File: config.mk
export PLATFORM = sky130hd
export DESIGN_NAME = pcnt_counter
export DESIGN_NICKNAME = d
export VERILOG_FILES = /design/src/rtl/pcnt_pkg.sv /design/src/rtl/pcnt_arbiter.sv /design/src/rtl/pcnt_next.sv /design/src/rtl/pcnt_carry.sv /design/src/rtl/pcnt_counter.sv
export SDC_FILE = /design/constraint.sdc
export NUM_CORES = 1
export LEC_CHECK = 0
export BUFFER_PORTS_ARGS = -buffer_cell sky130_fd_sc_hd__clkbuf_2
export CORE_AREA = 5 5 42 44
export CTS_CLUSTER_DIAMETER = 40
export CTS_CLUSTER_SIZE = 30
export DETAILED_ROUTE_END_ITERATION = 7
export DIE_AREA = 0 0 47 49
export PLACE_DENSITY = 0.45
export SETUP_SLACK_MARGIN = 0.1
export SLEW_MARGIN = 20
export SYNTH_ARGS = -nofsm -noshare
export SYNTH_HDL_FRONTEND = slang
export SYNTH_SLANG_ARGS = --single-unit
File: constraint.sdc
create_clock -name clk -period 1.7 [get_ports clk]
set_clock_uncertainty 0.05 [all_clocks]
set_input_delay 0 -clock clk [delete_from_list [all_inputs] [get_ports clk]]
set_output_delay 0 -clock clk [all_outputs]
set_load 0.02 [all_outputs]
File: src/rtl/pcnt_pkg.sv
package pcnt_pkg;
    typedef enum logic [1:0] {
        ACT_HOLD = 2'd0,
        ACT_ZERO = 2'd1,
        ACT_JAM  = 2'd2,
        ACT_INC  = 2'd3
    } pcnt_act_t;
endpackage

File: src/rtl/pcnt_arbiter.sv
module pcnt_arbiter
    import pcnt_pkg::*;
(
    input  logic      clr_n,
    input  logic      load_n,
    input  logic      en_p,
    input  logic      en_t,
    output pcnt_act_t act
);
    // priority: clear, then load, then count, else hold
    always_comb begin
        if (!clr_n)             act = ACT_ZERO;
        else if (!load_n)       act = ACT_JAM;
        else if (en_p && en_t)  act = ACT_INC;
        else                    act = ACT_HOLD;
    end
endmodule

File: src/rtl/pcnt_next.sv
module pcnt_next
    import pcnt_pkg::*;
#(
    parameter int WIDTH = 4,
    parameter int LAST  = 15
) (
    input  pcnt_act_t        act,
    input  logic [WIDTH-1:0] cur,
    input  logic [WIDTH-1:0] preset_d,
    output logic [WIDTH-1:0] nxt
);
    localparam logic [WIDTH-1:0] LAST_V = WIDTH'(LAST);

    always_comb begin
        unique case (act)
            ACT_ZERO: nxt = '0;
            ACT_JAM:  nxt = preset_d;
            ACT_INC:  nxt = (cur >= LAST_V) ? '0 : cur + WIDTH'(1);
            ACT_HOLD: nxt = cur;
            default:  nxt = cur;
        endcase
    end
endmodule

File: src/rtl/pcnt_carry.sv
module pcnt_carry #(
    parameter int WIDTH = 4,
    parameter int LAST  = 15
) (
    input  logic [WIDTH-1:0] cur,
    input  logic             en_t,
    output logic             carry
);
    localparam logic [WIDTH-1:0] LAST_V = WIDTH'(LAST);

    always_comb carry = en_t && (cur == LAST_V);
endmodule

File: src/rtl/pcnt_counter.sv
module pcnt_counter
    import pcnt_pkg::*;
#(
    parameter int WIDTH    = 4,
    parameter bit DECADE   = 0,
    parameter bit SYNC_CLR = 1
) (
    input  logic             clk,
    input  logic             clr_n,
    input  logic             load_n,
    input  logic             en_p,
    input  logic             en_t,
    input  logic [WIDTH-1:0] preset_d,
    output logic [WIDTH-1:0] count_o,
    output logic             carry_o
);
    localparam int LAST = DECADE ? 9 : (2 ** WIDTH) - 1;
    localparam logic [WIDTH-1:0] LAST_V = WIDTH'(LAST);

    pcnt_act_t        act;
    logic [WIDTH-1:0] count_q;
    logic [WIDTH-1:0] count_d;

    pcnt_arbiter u_arb (
        .clr_n (clr_n),
        .load_n(load_n),
        .en_p  (en_p),
        .en_t  (en_t),
        .act   (act)
    );

    pcnt_next #(.WIDTH(WIDTH), .LAST(LAST)) u_next (
        .act     (act),
        .cur     (count_q),
        .preset_d(preset_d),
        .nxt     (count_d)
    );

    pcnt_carry #(.WIDTH(WIDTH), .LAST(LAST)) u_carry (
        .cur  (count_q),
        .en_t (en_t),
        .carry(carry_o)
    );

    // state register: clear style picked at elaboration
    generate
        if (SYNC_CLR) begin : g_sync_clr
            always_ff @(posedge clk) begin
                count_q <= count_d;
            end
        end else begin : g_async_clr
            always_ff @(posedge clk or negedge clr_n) begin
                if (!clr_n) count_q <= '0;
                else        count_q <= count_d;
            end
        end
    endgenerate

    always_comb count_o = count_q;

    // ---------------- assertions ----------------
    logic armed_q = 1'b0;
    always_ff @(posedge clk) begin
        if (!clr_n) armed_q <= 1'b1;
    end

    generate
        if (SYNC_CLR) begin : g_chk_sync
            p_sync_clear_r2: assert property (@(posedge clk) disable iff (!armed_q)
                !clr_n |=> (count_o == '0));
        end else begin : g_chk_async
            p_async_clear_r1: assert property (@(posedge clk) disable iff (!armed_q)
                !clr_n |-> (count_o == '0));
        end
    endgenerate

    p_load_r4: assert property (@(posedge clk) disable iff (!armed_q || !clr_n)
        !load_n |=> (count_o == $past(preset_d)));

    p_hold_r5: assert property (@(posedge clk) disable iff (!armed_q || !clr_n)
        (load_n && !(en_p && en_t)) |=> $stable(count_o));

    p_wrap_r6: assert property (@(posedge clk) disable iff (!armed_q || !clr_n)
        (load_n && en_p && en_t && count_o >= LAST_V) |=> (count_o == '0));

    p_carry_gate_r8: assert property (@(posedge clk) disable iff (!armed_q)
        carry_o |-> (en_t && count_o == LAST_V));
endmodule

==> metrics.md <==
| Metric | Value |
|---|---|
| Status | completed |
| Die ar. | 2300 um2 |
| I/O Buffers | 13 |
| Final hold violations | 0 |
| Clock tree sinks | 4 |
| Synth top cells by count | 4 x edfxtp_1, 4 x nand2_1, 3 x nand3_1 |
| Pleak | 0.000164 uW |
| Setup TNS | 0 ns |
| Antenna Nets Post-Route | 0 |
| # fillers | 169 |
| Ys Warns | 0 |
| Worst Tran Pin Value | a little over 0.3 ns |
| Routed WL | 620 um |
| Multi-input gate area | 106 um2 |
| Residual DRC | 0 |
| CTS buffer count | 3 |
| Initial Utilization | 0.164 |
| Register area | 120 um2 |
| Pre-CTS setup slack | 0.412 ns |
| H-tree depth | 1 |
| Layout Cells excl Fill | 54 |
| Largest register FFs | 4 |
| Min cycle time layout | between 1 and 1.5 ns |
| Post-CTS Setup Repair Bufs | 0 |
| Via-to-Cell Ratio | a little over 4 |
| Mapped cell area | roughly 230 um2 |
| DPL Wire Length | 520 um |
| Worst vdd ir | 0.000229 V |
| RePlAce Congestion | 0.692 |
| Critical Path AT | around 1.2 ns |
| Die height | 49 um |
| Critical Path End Type | register |
| First drt pass iteration count | 4 |
| Post-synth top area share | 0.522 |
| Ports | 14 |
| Inst Count DP | 51 |
| Syn_nets | 32 |
| Setup violation total in the final timing report | 0 |
| Hold_buf cts | 0 |
| Cell Pwr Density | 871 nW/um2 |
| Ys flop type | edfxtp_1 |
| Clock-pin slew on the worst setup and hold paths | 0.04 ns |
| Yosys reg bits | 4 |
| Ranking of synthesized cells by area | edfxtp_1 52%, a22o_1 7.6%, xor2_1 7.6% |
| GRT Util Overall | 0.0642 |
| Final Power | 294 uW |
| PostCTS Resize Cnt | 0 |
| CTS root buffer | clkbuf_4 |
| Critical Setup Path Class | register to register |
| Clk Latency, worst-skew pair | 0.23 ns |
| Core footprint | 1400 um2 |
| Via count | 224 |
| Fin crit share | 0.760 |
| Antenna diodes | 0 |
| Maximum clock rate | 774 MHz |
| RSZ-0062 raised after global routing | no |
| CTS tree | done |
| Layout cells sized above 1 | 0.421 |
| Die width | 47 um |
| Max transition margin | 0.795 |
| WL/cell | 11.5 um |
| Number of global-route vias before repair | 245 |
| Largest net degree at the start of global routing | 5 |
| Slowest cell delay on critical path | 0.42 ns |
| CP cell instances | ha_1 > xor2_1 > a22o_1 |
| Worst Setup Slack, final | 0.408 ns |
| Initial antenna violation count | 0 |
| Core Rows | 14 |
| MaxCap Viol Count | 0 |
| Ys async rst share | 0 |
| Post-synth EDFFs | 4 |
| Crit path required time | 1.64 ns |
| Global route overflow | 0 |
| Cell taking the most area after synthesis | edfxtp_1 |
| Netlist cell types | 11 |
| WHS | 0.0157 ns |
| Startpoint Class | register |
| First-pass GRT wire length | 1000 um |
| CP max stage cell | edfxtp_1 |
| Post-Synthesis Cells | 22 |
| Worst hold-check path type | primary input to register |
| Sequential fraction of the synthesis area | 0.522 |
| 1st-iter DRT viols | 1 |
| Max-slew violations | 0 |
| Maximum clock path buffer count | 2 |
| Avg Cell Area, Syn | 10.5 um2 |
| Area growth, synth to finish | 46.7% |
| Critical path peak fanout | 4 |
| Final net count | 50 |
layer usage:
layer	global-route usage	wire length, um
met1	0.0796	315
met2	0.0701	209
met3	0.0443	95
met4	0.0553	0
met5	0	0
layout by cell type, fill, tap and decap left out, drive strengths merged:
cell | netlist | routed
clkbuf | 0 | 16
nand2 | 4 | 4
edfxtp | 4 | 4
nand3 | 3 | 3
xor2 | 2 | 2
o21ai | 2 | 2
a22o | 2 | 2
and4 | 1 | 1
nor2b | 1 | 1
inv | 1 | 1
nor2 | 1 | 1
ha | 1 | 1
layout make-up:
class,instances,share of cell area
clock buffer,3,0.0667
inverter,1,0.0111
multi-input combinational,17,0.315
sequential,4,0.356
tap,16,0.0593
timing repair buffer,13,0.193
where the power goes:
part           switching (uW)  total, uW  internal (uW)  leakage, uW
registers                8.16        127            119    0.0000448
logic                    26.8       46.9           20.1     0.000106
clock network            41.3        120           79.2    0.0000138
critical path: cells and delay by family, from the launching register on:
family                     cells  cell delay, ns
AOI/OAI and AO/OA              1            0.19
xor gates and xnor gates       1            0.14
adders and majority gates      1            0.25
DFF                            1            0.42
through the flow:
step / cell area (um2) / util
CTS: 338 / 0.241
global placement: 315 / 0.225
finish: 338 / 0.241
detailed placement: 315 / 0.225
floorplan: 230 / -
global route: 338 / 0.241
path summary, 6_finish.rpt:
check | slack (ns) | startpoint | to | cells after the start
max reg2reg | 0.41 | count_o[0]$_DFFE_PP_ | count_o[2]$_DFFE_PP_ | 3
min reg2reg | 0.59 | count_o[0]$_DFFE_PP_ | count_o[0]$_DFFE_PP_ | 1
min | 0.02 | preset_d[2] | count_o[2]$_DFFE_PP_ | 2
max | 0.41 | count_o[0]$_DFFE_PP_ | count_o[2]$_DFFE_PP_ | 3
cell families after synthesis:
family,synth area share
simple gates,0.212
compound gates,0.120
buf+inv,0.0163
xor+xnor,0.0761
flops,0.522
fa+ha+maj,0.0543
Note: power is estimated with default switching activity, not from simulation.
